### config.mk
export PLATFORM = sky130hd
export DESIGN_NAME = ring_burst_writer
export DESIGN_NICKNAME = d
export VERILOG_FILES = /design/src/rtl/rbw_pkg.sv /design/src/rtl/rbw_fifo.sv /design/src/rtl/rbw_burst_ctrl.sv /design/src/rtl/rbw_resp_track.sv /design/src/rtl/ring_burst_writer.sv
export SDC_FILE = /design/constraint.sdc
export NUM_CORES = 2
export LEC_CHECK = 0
export BUFFER_PORTS_ARGS = -buffer_cell sky130_fd_sc_hd__buf_2
export CORE_AREA = 2 2 405 407
export CTS_CLUSTER_DIAMETER = 50
export DETAILED_ROUTE_END_ITERATION = 10
export DIE_AREA = 0 0 407 409
export PLACE_DENSITY = 0.69
export SLEW_MARGIN = 10
export SYNTH_ARGS = -nofsm -noshare
export SYNTH_HDL_FRONTEND = slang
export SYNTH_SLANG_ARGS = --single-unit
export TNS_END_PERCENT = 50
### constraint.sdc
create_clock -name clk -period 8.9 [get_ports clk]
set_input_delay 0.445 -clock clk [delete_from_list [all_inputs] [get_ports clk]]
set_output_delay 0.445 -clock clk [all_outputs]
set_load 0.01 [all_outputs]
### src/rtl/rbw_pkg.sv
`timescale 1ns/1ps
package rbw_pkg;
    localparam int DATA_W      = 64;
    localparam int STRB_W      = DATA_W / 8;
    localparam int BEATS       = 16;
    localparam int BEAT_BYTES  = DATA_W / 8;
    localparam int BURST_BYTES = BEATS * BEAT_BYTES;
    localparam int BEAT_W      = $clog2(BEATS);

    localparam logic [7:0] AXI_LEN   = 8'(BEATS - 1);
    localparam logic [2:0] AXI_SIZE  = 3'($clog2(BEAT_BYTES));
    localparam logic [1:0] AXI_INCR  = 2'b01;
    localparam logic [1:0] AXI_OKAY  = 2'b00;

    typedef enum logic [1:0] {
        ST_IDLE,
        ST_ADDR,
        ST_DATA,
        ST_RESP
    } wr_state_e;
endpackage

### src/rtl/rbw_fifo.sv
`timescale 1ns/1ps
module rbw_fifo #(
    parameter int WIDTH = 64,
    parameter int DEPTH = 32,
    localparam int PTR_W = $clog2(DEPTH),
    localparam int LVL_W = $clog2(DEPTH + 1)
) (
    input  logic             clk,
    input  logic             rst_n,
    input  logic             push_i,
    input  logic [WIDTH-1:0] din_i,
    input  logic             pop_i,
    output logic [WIDTH-1:0] dout_o,
    output logic [LVL_W-1:0] level_o,
    output logic             full_o
);
    typedef struct packed {
        logic [PTR_W-1:0] wr;
        logic [PTR_W-1:0] rd;
        logic [LVL_W-1:0] lvl;
    } fifo_st_t;

    fifo_st_t st_d, st_q;
    logic [WIDTH-1:0] mem_q [DEPTH];

    always_comb begin
        st_d = st_q;
        if (push_i) begin
            st_d.wr = st_q.wr + PTR_W'(1);
        end
        if (pop_i) begin
            st_d.rd = st_q.rd + PTR_W'(1);
        end
        case ({push_i, pop_i})
            2'b10:   st_d.lvl = st_q.lvl + LVL_W'(1);
            2'b01:   st_d.lvl = st_q.lvl - LVL_W'(1);
            default: st_d.lvl = st_q.lvl;
        endcase
    end

    always_ff @(posedge clk) begin
        if (!rst_n) begin
            st_q <= '0;
        end else begin
            st_q <= st_d;
        end
    end

    always_ff @(posedge clk) begin
        if (push_i) begin
            mem_q[st_q.wr] <= din_i;
        end
    end

    assign dout_o  = mem_q[st_q.rd];
    assign level_o = st_q.lvl;
    assign full_o  = (st_q.lvl == LVL_W'(DEPTH));

    // the level never goes past the storage size
    a_r7_level_bound: assert property (@(posedge clk) disable iff (!rst_n)
        st_q.lvl <= LVL_W'(DEPTH));

    // a beat is never taken from an empty FIFO
    a_r5_no_underflow: assert property (@(posedge clk) disable iff (!rst_n)
        pop_i |-> st_q.lvl != '0);
endmodule

### src/rtl/rbw_burst_ctrl.sv
`timescale 1ns/1ps
module rbw_burst_ctrl
    import rbw_pkg::*;
#(
    parameter int ADDR_W = 32,
    parameter int CNT_W  = 10,
    parameter int LVL_W  = 6
) (
    input  logic              clk,
    input  logic              rst_n,
    input  logic              en_i,
    input  logic [ADDR_W-1:0] base_i,
    input  logic [LVL_W-1:0]  level_i,
    input  logic              aw_ready_i,
    input  logic              w_ready_i,
    input  logic              b_valid_i,
    output logic              aw_valid_o,
    output logic [ADDR_W-1:0] aw_addr_o,
    output logic              w_valid_o,
    output logic              w_last_o,
    output logic              b_ready_o,
    output logic              pop_o,
    output logic              b_done_o,
    output logic [CNT_W-1:0]  cnt_o
);
    localparam logic [ADDR_W-1:0] ALIGN_MASK = ~ADDR_W'(BURST_BYTES - 1);
    localparam logic [CNT_W-1:0]  CNT_STEP   = CNT_W'(BEATS);

    typedef struct packed {
        wr_state_e         state;
        logic [BEAT_W-1:0] beat;
        logic [ADDR_W-1:0] addr;
        logic [CNT_W-1:0]  cnt;
    } ctrl_st_t;

    ctrl_st_t st_d, st_q;
    logic     last_beat;
    logic     burst_ok;

    assign last_beat = (st_q.beat == BEAT_W'(BEATS - 1));
    assign burst_ok  = en_i && (level_i >= LVL_W'(BEATS));

    always_comb begin
        st_d = st_q;
        case (st_q.state)
            ST_IDLE: begin
                if (burst_ok) begin
                    st_d.state = ST_ADDR;
                    st_d.addr  = (base_i & ALIGN_MASK)
                               + ADDR_W'({st_q.cnt, 3'b000});
                end
            end
            ST_ADDR: begin
                if (aw_ready_i) begin
                    st_d.state = ST_DATA;
                    st_d.beat  = '0;
                end
            end
            ST_DATA: begin
                if (w_ready_i) begin
                    st_d.beat = st_q.beat + BEAT_W'(1);
                    if (last_beat) begin
                        st_d.state = ST_RESP;
                    end
                end
            end
            default: begin
                if (b_valid_i) begin
                    st_d.state = ST_IDLE;
                end
            end
        endcase
        if (!en_i) begin
            st_d.cnt = '0;
        end else if (st_q.state == ST_RESP && b_valid_i) begin
            st_d.cnt = st_q.cnt + CNT_STEP;
        end
    end

    always_ff @(posedge clk) begin
        if (!rst_n) begin
            st_q <= '{state: ST_IDLE, beat: '0, addr: '0, cnt: '0};
        end else begin
            st_q <= st_d;
        end
    end

    assign aw_valid_o = (st_q.state == ST_ADDR);
    assign aw_addr_o  = st_q.addr;
    assign w_valid_o  = (st_q.state == ST_DATA);
    assign w_last_o   = w_valid_o && last_beat;
    assign b_ready_o  = (st_q.state == ST_RESP);
    assign pop_o      = w_valid_o && w_ready_i;
    assign b_done_o   = b_ready_o && b_valid_i;
    assign cnt_o      = st_q.cnt;

    // address held until accepted
    a_r12_aw_hold: assert property (@(posedge clk) disable iff (!rst_n)
        aw_valid_o && !aw_ready_i |=> aw_valid_o && $stable(aw_addr_o));

    // data valid held until accepted
    a_r12_w_hold: assert property (@(posedge clk) disable iff (!rst_n)
        w_valid_o && !w_ready_i |=> w_valid_o);

    // a low enable leaves the counter at zero
    a_r8_cnt_cleared: assert property (@(posedge clk) disable iff (!rst_n)
        !en_i |=> cnt_o == '0);

    // a response while enabled steps the counter by one burst
    a_r6_cnt_step: assert property (@(posedge clk) disable iff (!rst_n)
        en_i && b_ready_o && b_valid_i |=> cnt_o == $past(cnt_o) + CNT_STEP);

    // after the last beat is taken, the response phase follows
    a_r9_resp_after_last: assert property (@(posedge clk) disable iff (!rst_n)
        w_last_o && w_ready_i |=> b_ready_o && !w_valid_o && !aw_valid_o);
endmodule

### src/rtl/rbw_resp_track.sv
`timescale 1ns/1ps
module rbw_resp_track
    import rbw_pkg::*;
#(
    parameter int RESP_W = 16
) (
    input  logic              clk,
    input  logic              rst_n,
    input  logic              done_i,
    input  logic [1:0]        resp_i,
    output logic [RESP_W-1:0] count_o,
    output logic              err_o
);
    typedef struct packed {
        logic [RESP_W-1:0] count;
        logic              err;
    } trk_st_t;

    trk_st_t st_d, st_q;

    always_comb begin
        st_d = st_q;
        if (done_i) begin
            st_d.count = st_q.count + RESP_W'(1);
            if (resp_i != AXI_OKAY) begin
                st_d.err = 1'b1;
            end
        end
    end

    always_ff @(posedge clk) begin
        if (!rst_n) begin
            st_q <= '0;
        end else begin
            st_q <= st_d;
        end
    end

    assign count_o = st_q.count;
    assign err_o   = st_q.err;

    // the error flag never clears outside reset
    a_r11_sticky: assert property (@(posedge clk) disable iff (!rst_n)
        err_o |=> err_o);

    // a bad response raises the flag
    a_r11_set: assert property (@(posedge clk) disable iff (!rst_n)
        done_i && resp_i != AXI_OKAY |=> err_o);

    // every response is counted
    a_r10_count: assert property (@(posedge clk) disable iff (!rst_n)
        done_i |=> count_o == $past(count_o) + RESP_W'(1));
endmodule

### src/rtl/ring_burst_writer.sv
`timescale 1ns/1ps
module ring_burst_writer
    import rbw_pkg::*;
#(
    parameter int ADDR_W     = 32,
    parameter int CNT_W      = 10,
    parameter int FIFO_DEPTH = 32,
    parameter int RESP_W     = 16
) (
    input  logic              clk,
    input  logic              rst_n,
    input  logic              en_i,
    input  logic [ADDR_W-1:0] base_addr_i,
    output logic [CNT_W-1:0]  word_cnt_o,
    output logic [RESP_W-1:0] resp_cnt_o,
    output logic              err_o,
    input  logic [DATA_W-1:0] s_axis_tdata,
    input  logic              s_axis_tvalid,
    output logic              s_axis_tready,
    output logic [ADDR_W-1:0] m_axi_awaddr,
    output logic [7:0]        m_axi_awlen,
    output logic [2:0]        m_axi_awsize,
    output logic [1:0]        m_axi_awburst,
    output logic              m_axi_awvalid,
    input  logic              m_axi_awready,
    output logic [DATA_W-1:0] m_axi_wdata,
    output logic [STRB_W-1:0] m_axi_wstrb,
    output logic              m_axi_wlast,
    output logic              m_axi_wvalid,
    input  logic              m_axi_wready,
    input  logic [1:0]        m_axi_bresp,
    input  logic              m_axi_bvalid,
    output logic              m_axi_bready
);
    localparam int LVL_W = $clog2(FIFO_DEPTH + 1);

    logic             push;
    logic             pop;
    logic             fifo_full;
    logic [LVL_W-1:0] fifo_level;
    logic             b_done;

    assign s_axis_tready = en_i && !fifo_full;
    assign push          = s_axis_tvalid && s_axis_tready;

    rbw_fifo #(
        .WIDTH (DATA_W),
        .DEPTH (FIFO_DEPTH)
    ) u_fifo (
        .clk     (clk),
        .rst_n   (rst_n),
        .push_i  (push),
        .din_i   (s_axis_tdata),
        .pop_i   (pop),
        .dout_o  (m_axi_wdata),
        .level_o (fifo_level),
        .full_o  (fifo_full)
    );

    rbw_burst_ctrl #(
        .ADDR_W (ADDR_W),
        .CNT_W  (CNT_W),
        .LVL_W  (LVL_W)
    ) u_ctrl (
        .clk        (clk),
        .rst_n      (rst_n),
        .en_i       (en_i),
        .base_i     (base_addr_i),
        .level_i    (fifo_level),
        .aw_ready_i (m_axi_awready),
        .w_ready_i  (m_axi_wready),
        .b_valid_i  (m_axi_bvalid),
        .aw_valid_o (m_axi_awvalid),
        .aw_addr_o  (m_axi_awaddr),
        .w_valid_o  (m_axi_wvalid),
        .w_last_o   (m_axi_wlast),
        .b_ready_o  (m_axi_bready),
        .pop_o      (pop),
        .b_done_o   (b_done),
        .cnt_o      (word_cnt_o)
    );

    rbw_resp_track #(
        .RESP_W (RESP_W)
    ) u_resp (
        .clk     (clk),
        .rst_n   (rst_n),
        .done_i  (b_done),
        .resp_i  (m_axi_bresp),
        .count_o (resp_cnt_o),
        .err_o   (err_o)
    );

    assign m_axi_awlen   = AXI_LEN;
    assign m_axi_awsize  = AXI_SIZE;
    assign m_axi_awburst = AXI_INCR;
    assign m_axi_wstrb   = '1;

    // an address phase only with a full burst buffered
    a_r4_enough_words: assert property (@(posedge clk) disable iff (!rst_n)
        m_axi_awvalid |-> fifo_level >= LVL_W'(BEATS));

    // a full FIFO stalls the stream
    a_r7_full_stall: assert property (@(posedge clk) disable iff (!rst_n)
        fifo_full |-> !s_axis_tready);

    // beat data held while the slave stalls
    a_r12_wdata_hold: assert property (@(posedge clk) disable iff (!rst_n)
        m_axi_wvalid && !m_axi_wready |=> $stable(m_axi_wdata));
endmodule

; ---- Yosys cells after proc, flatten, opt, wreduce, memory -nomap -nowiden
; Memories as Yosys holds them, arrays and structs flattened. A register that Yosys moved wholly into a read port is not among the register bits.
; Index checks and enable logic that the tools add are counted.
[op_classes]
n_eq_ne = 11
n_mux = 12
addsub = 8
order_cmp = 1
n_reduce_logical = 17
[op_table]
columns = cell, n
row1 = 32-bit by 13-bit adder with 32-bit output, 1
row2 = "16-bit by 1-bit adder with 16-bit output, second input constant", 1
row3 = 6-bit 2-to-1 mux, 2
row4 = 6-bit one-hot mux with 2 select lines, 1
row5 = "10-bit by 5-bit adder with 10-bit output, second input constant", 1
row6 = "5-bit by 1-bit adder with 5-bit output, second input constant", 2
row7 = 5-bit 2-to-1 mux, 2
row8 = 4-bit one-hot mux with 2 select lines, 1
row9 = "6-bit by 1-bit adder with 6-bit output, second input constant", 1
row10 = "2-bit == test, second input constant", 3
row11 = "6-bit == test, second input constant", 1
row12 = "6-bit by 5-bit greater-or-equal comparator with 1-bit output, second input constant", 1
row13 = 1-bit logical AND, 6
row14 = 2-bit 2-to-1 mux, 3
row15 = 2-bit one-hot mux with 3 select lines, 1
row16 = 2-bit AND reduction, 3
row17 = 2-bit nonzero test, 3
row18 = "6-bit by 1-bit subtractor with 6-bit output, second input constant", 1
row19 = 5-bit AND reduction, 1
row20 = "4-bit by 1-bit adder with 4-bit output, second input constant", 1
row21 = "2-bit by 1-bit == test with 1-bit output, second input constant", 2
row22 = "4-bit == test, second input constant", 1
row23 = "2-bit by 1-bit != test with 1-bit output, second input constant", 2
row24 = "2-bit != test, second input constant", 2
row25 = other kinds (5), 6
[totals]
memories = 1
in_bits = 105
elab_cells = 59
ram_bits = 2048
reg_bits = 81
output_inout_bits = 149
[memory_table]
columns = memory, words, word_bits, rd, rd_clocked_by_memory_dff, wr, line
row1 = u_fifo.mem_q, 32, 64, 1, 1, 1, rbw_fifo.sv:24  ; logic [WIDTH-1:0] mem_q [DEPTH];

; ---- Logic depth before layout (Yosys ltp)
[logic_depth]
depth_word = 6
mapped_depth = 12

; ---- Cells and area by module
; From an unflattened synthesis, not the netlist that was laid out.
[hier_totals]
hier_cells = 4029
area_unflattened_um2 = 81916.1
[by_module_without_submodules]
columns = module, seq_area_each_um2, instances, area_each_um2, cells_per_inst
row1 = rbw_fifo, 61919.4, 1, 78514.1, 3625
row2 = rbw_burst_ctrl, 740.7, 1, 2427.3, 292
row3 = rbw_resp_track, 340.3, 1, 794.5, 87
row4 = ring_burst_writer, 0.0, 1, 180.2, 25

; ---- Worst setup path after synthesis
; Ideal clock, no wire load.
[synth_timing]
kind = reg2reg
from = reg u_fifo.st_q, in the netlist u_fifo.level_o[1]
to = mem u_fifo.mem_q[26][0] (enable)
setup_ps = 487
t_arrival_ps = 3961
t_required_ps = 8413
period_less_slack_ps = 4448
setup_slack_ps = 4452
path_stages_with_launch = 6
path_cell_list = dfxtp_1 -> clkbuf_1 -> nor4_2 -> a21oi_1 -> nand2_1 -> nor2_1
[synth_between]
elab_chain_cells = 6
[synth_lines]
columns = element, line
row1 = "start, declared", rbw_fifo.sv:23  ; fifo_st_t st_d, st_q;
row2 = "start signal, assigned", rbw_fifo.sv:45  ; st_q <= st_d;
row3 = 6-bit == test, rbw_fifo.sv:57  ; assign full_o = (st_q.lvl == LVL_W'(DEPTH));
row4 = 1-bit zero test, ring_burst_writer.sv:43  ; assign s_axis_tready = en_i && !fifo_full;
row5 = 1-bit logical AND, ring_burst_writer.sv:43
row6 = 1-bit logical AND, ring_burst_writer.sv:44  ; assign push = s_axis_tvalid && s_axis_tready;
row7 = 1-bit 2-to-1 mux, rbw_fifo.sv:50  ; if (push_i) begin
row8 = 1-bit 2-to-1 mux (not written as such), rbw_fifo.sv:51  ; mem_q[st_q.wr] <= din_i;
row9 = "end, declared", rbw_fifo.sv:24
; Every way passes these cells.

==> flow_metrics.env <==
export IMPL_r2r_end="u_fifo.mem_q[16][61]"
export IMPL_via_per_inst=6.18
export IMPL_reg2reg_depth=6
export IMPL_die_h_um=409
export IMPL_intPower_mw=15.7
export IMPL_seq_area_um2=63000
export IMPL_clk_pin_slew_ns=0.06
export IMPL_postRouteAntennaNets=0
export IMPL_clock_sinks=2123
export IMPL_crit_slowest_cell="dfxtp_4"
export IMPL_seqPwrFrac=0.558
export IMPL_grt_pass1_vias=42000
export IMPL_yosys_area_top_type_share=0.747
export IMPL_min_to="u_fifo.mem_q[9][37]"
export IMPL_htree_levels=4
export IMPL_p_leak_nw=27.8
export IMPL_hp_class="input port to flop"
export IMPL_cts_tree="built"
export IMPL_cts_resized=0
export IMPL_overflow=0
export IMPL_multiInputGateArea_um2=18100
export IMPL_synth_async_reset_ratio=0
export IMPL_grt_setup_unrepaired="no"
export IMPL_worst_setup_path_end_kind="primary output"
export IMPL_r2r_start="u_fifo.level_o[0]"
export IMPL_yosys_warnings=0
export IMPL_r2r_slack_ns=4.63
export IMPL_p_switching_mw=3.99
export IMPL_path_class="flop to primary output"
export IMPL_grt_pass1_wl_um=288000
export IMPL_dieArea_um2=166000
export IMPL_syn2layout_area_growth_pct=12.4
export IMPL_fillerInstances=11900
export IMPL_nNetsFinal=4696
export IMPL_yosysSeqAreaShare=0.766
export IMPL_cap_viol_max_count=0
export IMPL_start_kind="flop"
export IMPL_tns_ns=0
export IMPL_wire_per_inst_um=28.8
export IMPL_powerDensity_nw_per_um2=213
export IMPL_clock_latency_ns=0.87
export IMPL_path_max_fanout=93
export IMPL_antenna_found_initial=21
export IMPL_dr_total_vias=42800
export IMPL_synth_area_per_cell_um2=19.2
export IMPL_core_area_um2=162000
export IMPL_maxSlewViolCount=0
export IMPL_wirelength_um=200000
export IMPL_min_from="s_axis_tdata[37]"
export IMPL_comb_power_share=0.015
export IMPL_synth_area_leaders="edfxtp_1 75%, mux4_2 6.9%, mux2i_1 6.4%"
export IMPL_port_buffers=214
export IMPL_max_freq_ghz=0.185
export IMPL_place_hpwl_um=102000
export IMPL_grt_max_degree=128
export IMPL_gp_congestion=0.836
export IMPL_ir_drop_mv=0.217
export IMPL_num_rows=148
export IMPL_status="completed"
export IMPL_finalWorstPathRequiredPeriod_ns=5.41
export IMPL_worst_path_dominant_cell_family="buffers and inverters"
export IMPL_drt_pass1_iterations=5
export IMPL_grtUsageTotal=0.239
export IMPL_post_route_period_util=0.608
export IMPL_place_inst=6506
export IMPL_synth_area_um2=82300
export IMPL_cpPeakStageDelay_ns=0.99
export IMPL_skew_ns=0.0539
export IMPL_worst_pin_slew_ns=1.18
export IMPL_relSlewSlack=0.213
export IMPL_synth_edf_count=2048
export IMPL_setup_viol=0
export IMPL_critPathArrivalTime_ns=4.97
export IMPL_yosysTopAreaCell="edfxtp_1"
export IMPL_start_util=0.508
export IMPL_drc=0
export IMPL_numCtsBuffers=212
export IMPL_die_w_um=407
export IMPL_clkPwrFrac=0.427
export IMPL_root_buffer="clkbuf_16"
export IMPL_worst_path_buf_inv=3
export IMPL_clk_path_buf_depth=3
export IMPL_synthFlopType="edfxtp_1"
export IMPL_finalHoldViolCount=0
export IMPL_swShare=0.203
export IMPL_required_ns=8.46
export IMPL_crit_chain="buf_12, buf_4, mux4_2, a22oi_1, nand4_1, buf_2"
export IMPL_top_level_ports=254
export IMPL_final_cells=6923
export IMPL_hold_depth=1
export IMPL_synth_cells=4293
export IMPL_synth_cell_types=65
export IMPL_ys_ff_latch=2123
export IMPL_drt_iter0_drc=5235
export IMPL_drive_above_1_share=0.191
[flip-flops by register name (all words and copies together), names as in the netlist, named ones only]
| signal | count |
|---|---|
| u_ctrl.aw_addr_o | 25 |
| u_ctrl.cnt_o | 6 |
| u_ctrl.st_q | 6 |
| u_fifo.level_o | 6 |
| u_fifo.mem_q | 2048 |
| u_fifo.st_q | 10 |
| u_resp.count_o | 16 |
| u_resp.err_o | 1 |
[power groups by stage]
stage	Sequential, mW	Clock [mW]	Combinational [mW]
finish	11.0	8.41	0.287
global route	11.0	8.90	0.316
CTS	11.0	8.51	0.288
detailed placement	11.2	0	0.280
global placement	11.2	0	0.266
floorplan	11.2	0	0.0873
[stage by stage]
stage | area (um^2) | utilization | power [mW] | hold WS, ns | setup slack [ns]
floorplan | 82400 | - | 11.3 | 0.437 | 4.45
global placement | 85700 | 0.529 | 11.5 | 0.444 | 4.27
detailed placement | 85700 | 0.529 | 11.5 | 0.436 | 4.23
CTS | 92500 | 0.571 | 19.8 | 0.000559 | 3.29
global route | 92500 | 0.571 | 20.2 | 0.0512 | 3.07
finish | 92500 | 0.571 | 19.7 | 0.0513 | 3.49
[synthesized netlist by cell type (9+ instances only)]
cell type / number
a22oi_1: 316
or4_1: 13
nand2_1: 105
edfxtp_1: 2048
dfxtp_1: 75
buf_1: 15
nand3_1: 153
mux2i_1: 529
o31ai_1: 9
a21oi_1: 82
ha_1: 21
nor2b_1: 9
inv_1: 18
a31oi_1: 15
o21ai_0: 31
mux4_2: 252
nor2_1: 80
buf_4: 66
clkbuf_1: 99
nand2b_1: 11
or3_1: 10
buf_2: 115
nand4_1: 74
xnor2_1: 16
xor2_1: 16
[area by class of cell]
cell class / instances / share of cell area
multi-input cells: 1882 / 0.196
diodes: 6 / 0.000162
well taps: 2175 / 0.0294
repair buffers: 331 / 0.0220
flip-flops and latches: 2123 / 0.681
clock inverters: 119 / 0.0109
clock buffers: 268 / 0.0598
inverters: 19 / 0.000771
[worst max path at each step]
stage	from	end	slack (ns)	cells past startpoint
after detailed placement	flop	m_axi_wdata[39]	4.23	6
after global routing	flop	m_axi_wdata[39]	3.07	6
after floorplan	u_fifo.level_o[1]	u_fifo.mem_q[26][0]	4.45	5
after global placement	flop	m_axi_wdata[39]	4.27	6
final	flop	m_axi_wdata[39]	3.49	6
after CTS	flop	m_axi_wdata[39]	3.29	6
[cell families (layout without fill, tap and decap cells)]
kind of cell	count (synthesis)	after routing	synth area share
DFF	2123	2123	0.766
muxes	781	781	0.133
and+or+nand+nor	515	515	0.0323
AOI/OAI and AO/OA	500	500	0.0423
buffers and inverters	318	737	0.0196
xor gates and xnor gates	32	32	0.00341
adders and majority gates	22	22	0.00344
other	2	38	0.0000913
[cells in the final DEF, fill, tap and decap left out, types with 36 or more instances in the layout]
cell type     n
edfxtp_1   2048
mux2i_1     529
a22oi_1     316
mux4_2      252
buf_2       214
clkbuf_16   213
nand3_1     153
nand2_1     105
buf_4        91
a21oi_1      82
nand4_1      74
dfxtp_1      72
clkinv_1     56
clkbuf_1     55
nor2_1       41
nor2_4       36
[routing by layer]
metal / vias to the layer above / GRT usage / routed length [um]
li1: 18100 / - / -
met1: 22300 / 0.341 / 80800
met2: 2081 / 0.381 / 96300
met3: 318 / 0.0474 / 17900
met4: 10 / 0.0610 / 4530
met5: - / 0 / 60
[what timing repair did]
item	4_1_cts	5_1_grt
endpoints found under the hold margin	24	0
hold buffers	24	0
setup buffers	0	0
(Power assumes the default switching activity.)
